<file path="src/rtl/adc_fmt_pkg.sv">
package adc_fmt_pkg;
  typedef enum logic [1:0] {
    TM_LIVE   = 2'b00,
    TM_ZERO   = 2'b01,
    TM_ONES   = 2'b10,
    TM_TOGGLE = 2'b11
  } tmode_e;
endpackage

</file>
<file path="src/rtl/adc_fmt_patgen.sv">
module adc_fmt_patgen
  import adc_fmt_pkg::*;
#(
  parameter int W = 12
) (
  input  logic         clk,
  input  logic         rst,
  input  tmode_e       mode,
  input  logic         advance,
  input  logic [W-1:0] live_data,
  output logic [W-1:0] word
);
  logic [W-1:0] tog_q;
  logic         phase_q;
  logic         step;

  assign step = advance && (mode == TM_TOGGLE);

  always_ff @(posedge clk) begin
    if (rst || mode != TM_TOGGLE) phase_q <= 1'b0;
    else if (step)                phase_q <= ~phase_q;
  end

  for (genvar i = 0; i < W; i++) begin : g_bit
    if (i % 2 == 0) begin : g_fast
      always_ff @(posedge clk) begin
        if (rst || mode != TM_TOGGLE) tog_q[i] <= 1'b0;
        else if (step)                tog_q[i] <= ~tog_q[i];
      end
    end else begin : g_slow
      always_ff @(posedge clk) begin
        if (rst || mode != TM_TOGGLE)  tog_q[i] <= 1'b0;
        else if (step && phase_q)      tog_q[i] <= ~tog_q[i];
      end
    end
  end

  always_comb begin
    unique case (mode)
      TM_LIVE:   word = live_data;
      TM_ZERO:   word = '0;
      TM_ONES:   word = '1;
      default:   word = tog_q;
    endcase
  end

  // outside toggle mode the toggle state is cleared on the next edge
  a_r6_restart: assert property (@(posedge clk) disable iff (rst)
    (mode != TM_TOGGLE) |=> (tog_q == '0 && !phase_q));
endmodule

</file>
<file path="src/rtl/adc_fmt_conv.sv">
module adc_fmt_conv #(
  parameter int W = 12
) (
  input  logic         twos,
  input  logic [W-1:0] ob_word,
  output logic [W-1:0] fmt_word
);
  localparam int MSB = W - 1;

  always_comb begin
    fmt_word      = ob_word;
    fmt_word[MSB] = ob_word[MSB] ^ twos;
  end
endmodule

</file>
<file path="src/rtl/adc_out_formatter.sv">
module adc_out_formatter
  import adc_fmt_pkg::*;
#(
  parameter int W = 12
) (
  input  logic         clk,
  input  logic         rst,
  input  logic         in_valid,
  input  logic [W-1:0] in_data,
  input  logic         in_ovr,
  input  logic [1:0]   test_mode,
  input  logic         fmt_twos,
  input  logic         pol_fall,
  input  logic         out_en,
  output logic [W-1:0] out_data,
  output logic         out_ovr,
  output logic         out_valid,
  output logic         out_pol
);
  tmode_e       mode;
  logic [W-1:0] ob_word;
  logic [W-1:0] fmt_word;

  assign mode = tmode_e'(test_mode);

  adc_fmt_patgen #(.W(W)) patgen_i (
    .clk       (clk),
    .rst       (rst),
    .mode      (mode),
    .advance   (in_valid),
    .live_data (in_data),
    .word      (ob_word)
  );

  adc_fmt_conv #(.W(W)) conv_i (
    .twos     (fmt_twos),
    .ob_word  (ob_word),
    .fmt_word (fmt_word)
  );

  always_ff @(posedge clk) begin
    if (rst) begin
      out_data  <= '0;
      out_ovr   <= 1'b0;
      out_valid <= 1'b0;
      out_pol   <= 1'b0;
    end else begin
      out_valid <= in_valid;
      out_pol   <= pol_fall;
      if (!out_en) begin
        out_data <= '0;
        out_ovr  <= 1'b0;
      end else if (in_valid) begin
        out_data <= fmt_word;
        out_ovr  <= in_ovr && (mode == TM_LIVE);
      end
    end
  end

  // valid tracks the strobe with one cycle of latency
  a_r2_valid_follows: assert property (@(posedge clk) disable iff (rst)
    1'b1 |=> (out_valid == $past(in_valid)));

  // a disabled output reads as zero
  a_r8_disabled_zero: assert property (@(posedge clk) disable iff (rst)
    !out_en |=> (out_data == '0 && !out_ovr));

  // test patterns never flag over-range
  a_r7_test_no_ovr: assert property (@(posedge clk) disable iff (rst)
    (in_valid && out_en && test_mode != 2'b00) |=> !out_ovr);

  // without a new sample the enabled output holds
  a_r10_hold: assert property (@(posedge clk) disable iff (rst)
    (!in_valid && out_en) |=> ($stable(out_data) && $stable(out_ovr)));

  // polarity indication is a delayed copy of the select
  a_r9_pol: assert property (@(posedge clk) disable iff (rst)
    1'b1 |=> (out_pol == $past(pol_fall)));

  // zero pattern in straight binary
  a_r4_zero_pattern: assert property (@(posedge clk) disable iff (rst)
    (in_valid && out_en && test_mode == 2'b01 && !fmt_twos) |=> (out_data == '0));

  // ones pattern in straight binary
  a_r5_ones_pattern: assert property (@(posedge clk) disable iff (rst)
    (in_valid && out_en && test_mode == 2'b10 && !fmt_twos) |=> (out_data == '1));
endmodule

</file>
<file path="config.mk">
export PLATFORM = sky130hd
export DESIGN_NAME = adc_out_formatter
export DESIGN_NICKNAME = d
export VERILOG_FILES = /design/src/rtl/adc_fmt_pkg.sv /design/src/rtl/adc_fmt_patgen.sv /design/src/rtl/adc_fmt_conv.sv /design/src/rtl/adc_out_formatter.sv
export SDC_FILE = /design/constraint.sdc
export NUM_CORES = 1
export LEC_CHECK = 0
export CAP_MARGIN = 20
export CORE_MARGIN = 10
export CORE_UTILIZATION = 49
export CTS_CLUSTER_SIZE = 20
export DETAILED_ROUTE_END_ITERATION = 6
export PLACE_DENSITY = 0.83
export REMOVE_ABC_BUFFERS = 1
export SLEW_MARGIN = 20
export SYNTH_ARGS = -nofsm -noshare
export SYNTH_HDL_FRONTEND = slang
export SYNTH_SLANG_ARGS = --single-unit
export TNS_END_PERCENT = 1
</file>
<file path="constraint.sdc">
create_clock -name clk -period 1.5 [get_ports clk]
set_input_delay 0.3 -clock clk [delete_from_list [all_inputs] [get_ports clk]]
set_output_delay 0.3 -clock clk [all_outputs]
set_load 0.005 [all_outputs]
</file>
-- Word level (Yosys, flattened, before mapping)
Index checks and enable logic that the tools add are counted.
- register bits: 28
- input bits: 21
- output and inout port bits: 15
- equal/unequal tests: 4
- mux-type cells: 1
- bitwise logic cells: 15
- reductions and logical operators: 6
- operator list (operator ; count):
    $pmux 12 s3 ; 1
    $not 1->1 ; 14
    $eq 2x2->1 const B ; 2
    $logic_and 1x1->1 ; 3
    $eq 2x1->1 const B ; 1
    $logic_not 2->1 ; 1
    $ne 2x2->1 const B ; 1
    $reduce_or 2->1 ; 1
    $logic_or 1x1->1 ; 1
    $xor 1x1->1 ; 1

-- Logic depth before layout (Yosys ltp)
Gate-level depths: netlist of the first run.
- depth after elaboration: 3
- gate-level depth with buffers: 5
- depth with buffers taken out: 3

-- Modules after synthesis
Synthesis of the first run repeated with hierarchy kept, for this count alone.
- cells, all modules: 138
- area, all modules: 1400.1 um2
- by module, submodules not included (module ; instances ; cells each ; area an instance (um2) ; sequential area each (um2)):
    adc_fmt_patgen ; 1 ; 78 ; 758.2 ; 260.2
    adc_out_formatter ; 1 ; 48 ; 550.5 ; 300.3
    adc_fmt_conv ; 1 ; 12 ; 91.3 ; 0.0

-- Worst setup path after synthesis of the first run
No wires, ideal clock.
- kind: input to register
- start point: input test_mode[1]
- end point: register out_data[2]
- setup time: 132 ps
- arrival: 922 ps
- slack: 446 ps
- stages on the path: 5
- path buffers: 2
- cell sequence: buf_6 -> buf_4 -> a21bo_2 -> o211ai_1 -> a21oi_1
- longest elaborated chain between the ends: 2
- RTL lines (what ; RTL line ; source):
    start: declaration ; adc_out_formatter.sv:11 ; input logic [1:0] test_mode,
    $eq 2x2->1 (tied with other cells) ; adc_fmt_patgen.sv:39 ; unique case (mode)
    $pmux 12 s3 * ; adc_fmt_patgen.sv:39 ;
    end signal: assignment ; adc_out_formatter.sv:54 ; out_data <= fmt_word;
    end: declaration ; adc_out_formatter.sv:15 ; output logic [W-1:0] out_data,
Every way passes the cells marked *; elsewhere a longest branch is shown, timed or not.
A chain may end at the register's enable or synchronous reset.

-- Worst setup path after layout of the first run
- start point: input test_mode[0]
- end point: register patgen_i.tog_q[11]
- longest elaborated chain between the ends: 3
- RTL lines (what ; RTL line ; source):
    $eq 2x2->1 ; adc_fmt_patgen.sv:17 ; assign step = advance && (mode == TM_TOGGLE);
    $logic_and 1x1->1 ; adc_fmt_patgen.sv:17 ;
    $logic_and 1x1->1 ; adc_fmt_patgen.sv:33 ; else if (step && phase_q) tog_q[i] <= ~tog_q[i];
    end signal: indexed assignment ; adc_fmt_patgen.sv:33 ;
    end: declaration ; adc_fmt_patgen.sv:13 ; logic [W-1:0] tog_q;
Several ways; a longest one is shown, not always the timed one.

==> results.py, run 1 <==
metrics = {
    "timing": {
        "slew_viol_final": 0,
        "hold_viol": 0,
        "worst_slack_ns": 0.201,
        "fin_worst_skew_ns": 0.00179,
        "period_needed_ns": 1.30,
        "fmax_ghz": 0.770,
        "relSlewSlack_pct": 81.0,
        "rsz0062_at_grt": "false",
        "tightest_slew_ns": 0.283,
        "setup_viol": 0,
        "setup_tns_ns": 0,
        "post-route-period-util_pct": 86.6,
    },
    "setup_path": {
        "worstPathArrival_ns": 1.53,
        "setup.worst_path.class": "in -> reg",
        "r2r-start": "patgen_i.phase_q$_SDFFE_PP0P_",
        "critPathMaxStageDelay_ns": 0.52,
        "r2r_cells": 3,
        "cp-startpoint": "test_mode[0]",
        "slowest_stage": "clkdlybuf4s50_1",
        "cp_max_fo": 6,
        "worstPathRequired_ns": 1.73,
        "cp-endpoint": "patgen_i.tog_q[11]$_SDFFE_PP0P_",
        "cp-start-kind": "primary input",
        "r2r_end": "patgen_i.tog_q[11]$_SDFFE_PP0P_",
        "path_cells": "clkdlybuf4s50_1, buf_4, nand4_2, xor2_1, nor2_1",
        "worstSetupEndpointType": "register",
        "rrSetupSlack_ns": 0.47,
    },
    "final_layout": {
        "syn2layout_area_growth_pct": 44.6,
        "layout_common_cells": "clkdlybuf4s50_1 (20), nor2_1 (15), dfxtp_1 (15), dlymetal6s2s_1 (14)",
        "nNetsFinal": 185,
        "fillerInstances": 151,
        "drive_gt1_share_pct": 25.3,
        "final_util_pct": 76.1,
        "final_common_cell": "clkdlybuf4s50_1",
        "n_antenna_cell": 0,
        "fin_cells": 190,
    },
    "yosys": {
        "synthesis.area_um2": 1200,
        "yosysWarnings": 0,
        "seq_area_frac_synth_pct": 46.8,
        "synth_cell_types": 21,
        "ys_seq_elements": 28,
        "synth_edf_count": 0,
        "syn_avg_cell_area_um2": 9.75,
        "synth_ff_type": "dfxtp_1",
        "synthCells": 123,
        "async_flop_share_pct": 0,
    },
    "placement": {
        "place_hpwl_um": 2210,
        "numPortBuffers": 35,
        "pre_cts_slack_ns": -0.155,
        "place.gp.congestion": 0.753,
        "dp.cells": 186,
    },
    "power_and_ir_drop": {
        "switching_share_pct": 23.6,
        "total_power_mw": 1.31,
        "cellPowerDensity_nw_per_um2": 757,
        "ir_worst_vdd_uv": 632,
        "leakagePower_nw": 0.867,
        "switching_power_uw": 309,
        "internal_power_mw": 1.00,
        "p_comb_share_pct": 17.3,
        "p_clk_share_pct": 23.7,
        "seq_power_share_pct": 59.0,
    },
    "floorplan": {
        "core-area_um2": 2280,
        "die_area_um2": 4820,
        "start_util_pct": 52.7,
        "rows": 17,
        "ioPinCount": 36,
        "fp.dieH_um": 69.5,
        "die_w_um": 69.5,
    },
    "route": {
        "wire_per_inst_um": 15.2,
        "vias": 993,
        "dr.pass1.iters": 4,
        "drt-vias-per-instance": 5.23,
        "drtIter0Drc": 42,
        "drc_errors": 0,
        "routed_wl_um": 2890,
        "ant_nets": 0,
    },
    "run": {
        "maxCapViolCount": 0,
    },
    "run_status": {
        "status": "finished, final reports clean",
    },
    "global_route": {
        "grt_max_degree": 18,
        "grt_pass1_vias": 1049,
        "grt_usage_pct": 11.7,
        "grt_pass1_wl_um": 4740,
        "antenna_found_initial": 0,
        "overflow": 0,
    },
    "clock_tree": {
        "ctsHoldBuffers": 0,
        "clk_latency_ns": 0.33,
        "clock_path_buffers": 2,
        "cts_buffers": 3,
        "root_buffer": "clkbuf_4",
        "h-tree-depth": 1,
        "cts_tree": "yes",
        "clkSinkCount": 28,
        "clk_pin_slew_ns": 0.14,
    },
    "hold_path": {
        "hp-class": "reg -> reg",
    },
}
## per-layer routing
| layer | share of wire [%] | vias up | wire (um) | track usage [%] |
|---|---|---|---|---|
| li1 | - | 500 | - | - |
| met3 | 4.9 | 6 | 141 | 4.28 |
| met2 | 50 | 20 | 1460 | 19.8 |
| met5 | 0 | - | 0 | 0 |
| met1 | 43 | 467 | 1230 | 12.3 |
| met4 | 2.2 | 0 | 65 | 6.21 |
## per-stage QoR
| step | instance area, um2 | hold slack, ns |
|---|---|---|
| 2_1_floorplan | 1140 | 0.372 |
| 3_3_place_gp | 1650 | 0.451 |
| 3_5_place_dp | 1650 | 0.463 |
| 4_1_cts | 1690 | 0.479 |
| 5_1_grt | 1730 | 0.490 |
| 6_report | 1730 | 0.477 |
## critical path, delay by kind of cell
kind | cells | cell delay [ns]
xor+xnor | 1 | 0.23
simple gates | 2 | 0.30
buf+inv | 2 | 0.69
## cell families after synthesis
group | synth area share, %
AOI/OAI and AO/OA | 23.6
xor gates and xnor gates | 9.50
and+or+nand+nor | 15.4
buffers and inverters | 4.70
DFF | 46.8
## power by group through the flow
stage               sequential (mW)  clock, mW  combinational, mW
floorplan                     0.789          0             0.0730
global placement              0.788          0              0.225
detailed placement            0.789          0              0.230
CTS                           0.774      0.315              0.230
global route                  0.777      0.351              0.245
finish                        0.774      0.311              0.227
## timing repair
item	in CTS	in global routing
gates resized for setup	10	18
setup endpoints to repair	9	14
buffers inserted	0	1
## Yosys cell counts, types with 2 or more instances
master | count | share of area [%]
a21oi_1 | 12 | 5.0
nor2b_1 | 2 | 1.0
buf_2 | 6 | 2.5
xnor2_1 | 7 | 5.1
clkbuf_1 | 2 | 0.63
a21bo_2 | 11 | 9.2
nor2_1 | 15 | 4.7
xor2_1 | 6 | 4.4
dfxtp_1 | 28 | 47
nand2b_1 | 13 | 6.8
o211ai_1 | 11 | 6.9
## cell type report
cell class | instances | area [um2] | share of cell area [%]
well taps | 28 | 35.0 | 2.02
multi-input cells | 85 | 582 | 33.6
flip-flops and latches | 28 | 577 | 33.3
clock buffers | 3 | 22.5 | 1.30
repair buffers | 46 | 517 | 29.8
## how the worst min path moves through the flow
stage	start	endpoint	depth (start not counted)	slack (ns)
4_1_cts	out_data[3]$_SDFFE_PP0P_	out_data[3]$_SDFFE_PP0P_	2	0.48
2_1_floorplan	rst	out_pol$_SDFF_PP0_	1	0.37
3_5_place_dp	out_data[0]$_SDFFE_PP0P_	out_data[0]$_SDFFE_PP0P_	2	0.46
5_1_grt	out_data[0]$_SDFFE_PP0P_	out_data[0]$_SDFFE_PP0P_	2	0.49
6_report	out_data[7]$_SDFFE_PP0P_	out_data[7]$_SDFFE_PP0P_	2	0.48
3_3_place_gp	out_ovr$_SDFFE_PP0P_	out_ovr$_SDFFE_PP0P_	2	0.45
## sequential cells by signal, summed over array words and instances, names as in the netlist
name / cells
out_data: 12
patgen_i.tog_q: 12
out_ovr: 1
out_pol: 1
out_valid: 1
patgen_i.phase_q: 1
(Power assumes the default switching activity.)
==> inputs of run 2 (changes only) <==
Settings changed: CORE_MARGIN 10 to 4.
==> run 2 against run 1 <==
Net effect: setup slack worse by 0.15 ns; utilization is 1.7 points lower; critical path type is now reg -> out; non-clock buffer count is 2 lower; clock power is 18% higher; power is 3.0% higher; register-to-register slack hardly changed; global-route usage is 5.1 points higher; first-iteration DRC count is 31% lower; final cell count is 0.53% lower; combinational power is 8% lower; design area is 2.2% lower; sequential share of layout area is 0.91 points higher.
==> results.py, run 2 (synthesis results as in run 1) <==
metrics = {
    "hold_path": {
        "hp-class": "reg -> reg",
    },
    "route": {
        "dr.pass1.iters": 4,
        "drtIter0Drc": 29,
        "wire_per_inst_um": 14.2,
        "routed_wl_um": 2680,
        "drt-vias-per-instance": 5.13,
        "vias": 970,
        "ant_nets": 0,
        "drc_errors": 0,
    },
    "global_route": {
        "overflow": 0,
        "grt_usage_pct": 16.8,
        "antenna_found_initial": 0,
        "grt_pass1_wl_um": 4470,
        "grt_max_degree": 26,
        "grt_pass1_vias": 1025,
    },
    "timing": {
        "relSlewSlack_pct": 81.8,
        "period_needed_ns": 1.45,
        "fin_worst_skew_ns": 0.00876,
        "tightest_slew_ns": 0.272,
        "fmax_ghz": 0.688,
        "holdWs_ns": 0.474,
        "hold_viol": 0,
        "worst_slack_ns": 0.0466,
        "slew_viol_final": 0,
        "setup_viol": 0,
        "rsz0062_at_grt": "false",
        "setup_tns_ns": 0,
        "post-route-period-util_pct": 96.9,
    },
    "placement": {
        "place.gp.congestion": 0.731,
        "numPortBuffers": 35,
        "place_hpwl_um": 1880,
        "pre_cts_slack_ns": -0.122,
    },
    "final_layout": {
        "n_antenna_cell": 0,
        "top_regs": "out_data (12), patgen_i.tog_q (12)",
        "syn2layout_area_growth_pct": 41.3,
        "final_common_cell": "clkdlybuf4s50_1",
        "layout_common_cells": "clkdlybuf4s50_1 (21), nor2_1 (15), dfxtp_2 (15)",
        "drive_gt1_share_pct": 26.1,
        "fillerInstances": 166,
        "nNetsFinal": 183,
        "final_util_pct": 74.4,
    },
    "power_and_ir_drop": {
        "leakagePower_nw": 0.837,
        "ir_worst_vdd_uv": 612,
        "total_power_mw": 1.35,
        "cellPowerDensity_nw_per_um2": 797,
    },
    "setup_path": {
        "critPathMaxStageDelay_ns": 0.48,
        "cp_max_fo": 1,
        "worstPathArrival_ns": 1.15,
        "worstSetupEndpointType": "output port",
        "critPathTopFamily": "buffers and inverters",
        "setup.worst_path.class": "reg -> out",
        "slowest_stage": "clkdlybuf4s50_1",
        "worstPathRequired_ns": 1.20,
        "cp-start-kind": "register",
        "path_cells": "clkdlybuf4s50_1",
        "crit_buf_inv": 1,
    },
    "clock_tree": {
        "clk_pin_slew_ns": 0.15,
        "clkSinkCount": 28,
        "clk_latency_ns": 0.33,
        "cts_buffers": 3,
        "ctsHoldBuffers": 0,
        "clock_path_buffers": 2,
        "cts_tree": "yes",
        "root_buffer": "clkbuf_4",
        "h-tree-depth": 1,
    },
    "floorplan": {
        "die_area_um2": 3300,
        "core-area_um2": 2280,
        "die_w_um": 57.5,
        "rows": 17,
        "ioPinCount": 36,
        "start_util_pct": 52.7,
        "fp.dieH_um": 57.5,
    },
    "run": {
        "maxCapViolCount": 0,
    },
    "run_status": {
        "status": "finished, final reports clean",
    },
}
## run 2: cell count changes in the layout (fill, tap and decap cells not counted), sizes merged
cell	delta
buf	-2
clkbuf	+1
clkdlybuf4s50	+1
dlymetal6s2s	-1
## run 2: area by class of cell
| type | count | area, um2 | area share [%] |
|---|---|---|---|
| flip-flops and latches | 28 | 579 | 34.2 |
| clock buffers | 4 | 36.3 | 2.14 |
| repair buffers | 44 | 462 | 27.3 |
| well taps | 28 | 35.0 | 2.07 |
| multi-input cells | 85 | 582 | 34.3 |
## run 2: worst min-delay path, stage by stage, from the launching register on
cell and delay [ns]:
dfxtp_2 0.35, nand2b_1 0.06, a21oi_1 0.05
## run 2: path summary, 6_finish.rpt
path / startpoint / end / slack [ns] / depth (start not counted)
max: out_pol$_SDFF_PP0_ / out_pol / 0.05 / 1
min: out_data[5]$_SDFFE_PP0P_ / out_data[5]$_SDFFE_PP0P_ / 0.47 / 2
max reg2reg: patgen_i.tog_q[11]$_SDFFE_PP0P_ / out_data[11]$_SDFFE_PP0P_ / 0.47 / 3
min reg2reg: out_data[5]$_SDFFE_PP0P_ / out_data[5]$_SDFFE_PP0P_ / 0.47 / 2
## run 2: routing by layer
layer	share of wire [%]	track usage (%)
met1	44	21.4
met2	49	28.1
met3	6.0	4.07
met4	0.22	4.97
met5	0	0
## run 2: power breakdown
part           leakage, nW  internal, mW  total [mW]  switching [mW]
Sequential           0.234         0.765       0.775          0.0105
Clock               0.0210         0.149       0.366           0.217
Combinational        0.582         0.131       0.209          0.0786
Total                0.837          1.04        1.35           0.306
## run 2: timing repair
action | 4_1_cts | 5_1_grt
endpoints found under the hold margin | 0 | 0
setup endpoints to repair | 7 | 14
buffers inserted | 0 | 0
pin swaps | 0 | 0
gates resized for setup | 8 | 21
## run 2: through the flow
step | cell area, um2 | cells
6_report | 1690 | 189
5_1_grt | 1690 | 189
4_1_cts | 1650 | 189
3_5_place_dp | 1610 | 185
3_3_place_gp | 1610 | 185
2_1_floorplan | 1140 | 113
==> inputs of run 3 (changes only) <==
--- a/config.mk
+++ b/config.mk
@@ -12,2 +12,3 @@
 export DETAILED_ROUTE_END_ITERATION = 6
+export GPL_TIMING_DRIVEN = 0
 export PLACE_DENSITY = 0.83
==> constraint.sdc (replaced) <==
create_clock -name clk -period 1.5 [get_ports clk]
set_input_delay 0.225 -clock clk [delete_from_list [all_inputs] [get_ports clk]]
set_output_delay 0.225 -clock clk [all_outputs]
set_load 0.005 [all_outputs]
==> run 3 against run 2 <==
Net effect: wire length fell by 9.7%; sequential power barely moved; hold slack got worse by 0.034 ns; combinational power fell by 10%.
==> results.py, run 3 (synthesis results as in run 1) <==
metrics = {
    "route": {
        "vias": 916,
        "routed_wl_um": 2420,
        "dr.pass1.iters": 4,
        "drc_errors": 0,
        "wire_per_inst_um": 13.5,
        "drtIter0Drc": 7,
        "drt-vias-per-instance": 5.12,
        "ant_nets": 0,
    },
    "floorplan": {
        "rows": 17,
        "core-area_um2": 2280,
        "die_w_um": 57.5,
        "start_util_pct": 52.7,
        "fp.dieH_um": 57.5,
        "die_area_um2": 3300,
        "ioPinCount": 36,
    },
    "setup_path": {
        "r2r_cells": 3,
        "cp_max_fo": 2,
        "crit_cells": 1,
        "rrSetupSlack_ns": 0.47,
        "critPathMaxStageDelay_ns": 0.50,
        "path_cells": "clkdlybuf4s50_1",
        "crit_buf_inv": 1,
        "setup.worst_path.class": "reg -> out",
        "worstPathRequired_ns": 1.27,
        "critPathTopFamily": "buffers and inverters",
        "cp-start-kind": "register",
        "worstPathArrival_ns": 1.20,
        "worstSetupEndpointType": "output port",
        "slowest_stage": "clkdlybuf4s50_1",
    },
    "run": {
        "maxCapViolCount": 0,
    },
    "timing": {
        "tightest_slew_ns": 0.684,
        "fin_worst_skew_ns": 0.00249,
        "relSlewSlack_pct": 54.4,
        "post-route-period-util_pct": 94.7,
        "rsz0062_at_grt": "false",
        "fmax_ghz": 0.704,
        "period_needed_ns": 1.42,
        "slew_viol_final": 0,
        "worst_slack_ns": 0.0790,
        "hold_viol": 0,
        "setup_viol": 0,
    },
    "hold_path": {
        "worst_hold_path.num_cells": 2,
        "hp-class": "in -> reg",
    },
    "clock_tree": {
        "clk_pin_slew_ns": 0.14,
        "clk_latency_ns": 0.32,
        "clkSinkCount": 28,
        "cts_tree": "yes",
        "cts_buffers": 3,
        "h-tree-depth": 1,
        "clock_path_buffers": 2,
        "post_cts_buffers": 0,
        "ctsHoldBuffers": 0,
        "root_buffer": "clkbuf_4",
    },
    "final_layout": {
        "n_antenna_cell": 0,
        "fillerInstances": 188,
        "syn2layout_area_growth_pct": 29.9,
        "nNetsFinal": 174,
        "top_regs": "out_data (12), patgen_i.tog_q (12)",
        "drive_gt1_share_pct": 13.2,
        "final_common_cell": "clkdlybuf4s50_1",
        "layout_common_cells": "clkdlybuf4s50_1 (32), dfxtp_1 (27), nor2_1 (15), nand2b_1 (13), a21oi_1 (12)",
    },
    "global_route": {
        "grt_pass1_wl_um": 4220,
        "grt_max_degree": 36,
        "grt_usage_pct": 15.8,
        "grt_pass1_vias": 964,
        "overflow": 0,
        "antenna_found_initial": 0,
    },
    "placement": {
        "place_hpwl_um": 1590,
        "pre_cts_slack_ns": -0.906,
        "place.gp.congestion": 0.671,
        "numPortBuffers": 35,
    },
    "power_and_ir_drop": {
        "ir_worst_vdd_uv": 672,
        "cellPowerDensity_nw_per_um2": 813,
        "leakagePower_nw": 0.556,
        "total_power_mw": 1.27,
    },
    "run_status": {
        "status": "finished, final reports clean",
    },
}
run 3: per-stage QoR:
step | setup TNS (ns) | utilization (%) | hold WS, ns | instances | area [um2]
after floorplan | 0 | - | 0.297 | 113 | 1140
after global placement | -15.49 | 67.1 | 0.454 | 176 | 1530
after detailed placement | -16.19 | 67.1 | 0.459 | 176 | 1530
after CTS | 0 | 68.2 | 0.429 | 179 | 1550
after global routing | 0 | 68.4 | 0.438 | 179 | 1560
final | 0 | 68.4 | 0.441 | 179 | 1560
run 3: what timing repair did:
item	CTS	global route
setup endpoints to repair	26	2
resized for setup	6	2
hold endpoints to repair	0	0
cloned	0	0
run 3: metal layers:
| layer | wire length, um | global-route usage (%) | share of wire (%) | up-vias |
|---|---|---|---|---|
| met4 | 0 | 5.63 | 0 | 0 |
| met5 | 0 | 0 | 0 | - |
| met3 | 141 | 3.85 | 5.8 | 0 |
| met2 | 1150 | 27.6 | 48 | 23 |
| met1 | 1120 | 18.6 | 46 | 417 |
| li1 | - | - | - | 476 |
run 3: worst paths after layout:
| path | start | endpoint |
|---|---|---|
| min | pol_fall | out_pol$_SDFF_PP0_ |
| max | out_data[7]$_SDFFE_PP0P_ | out_data[7] |
| min reg2reg | out_data[9]$_SDFFE_PP0P_ | out_data[9]$_SDFFE_PP0P_ |
| max reg2reg | patgen_i.tog_q[11]$_SDFFE_PP0P_ | out_data[11]$_SDFFE_PP0P_ |
run 3: cell type report:
class	instances	area (um2)	area share, %
multi-input cells	85	582	37.4
flip-flops and latches	28	562	36.1
well taps	28	35.0	2.25
clock buffers	3	22.5	1.45
repair buffers	35	355	22.8
run 3: power by group:
part | internal (mW) | switching [mW]
logic | 0.115 | 0.0731
clock network | 0.0942 | 0.210
registers | 0.763 | 0.00971
total | 0.972 | 0.293
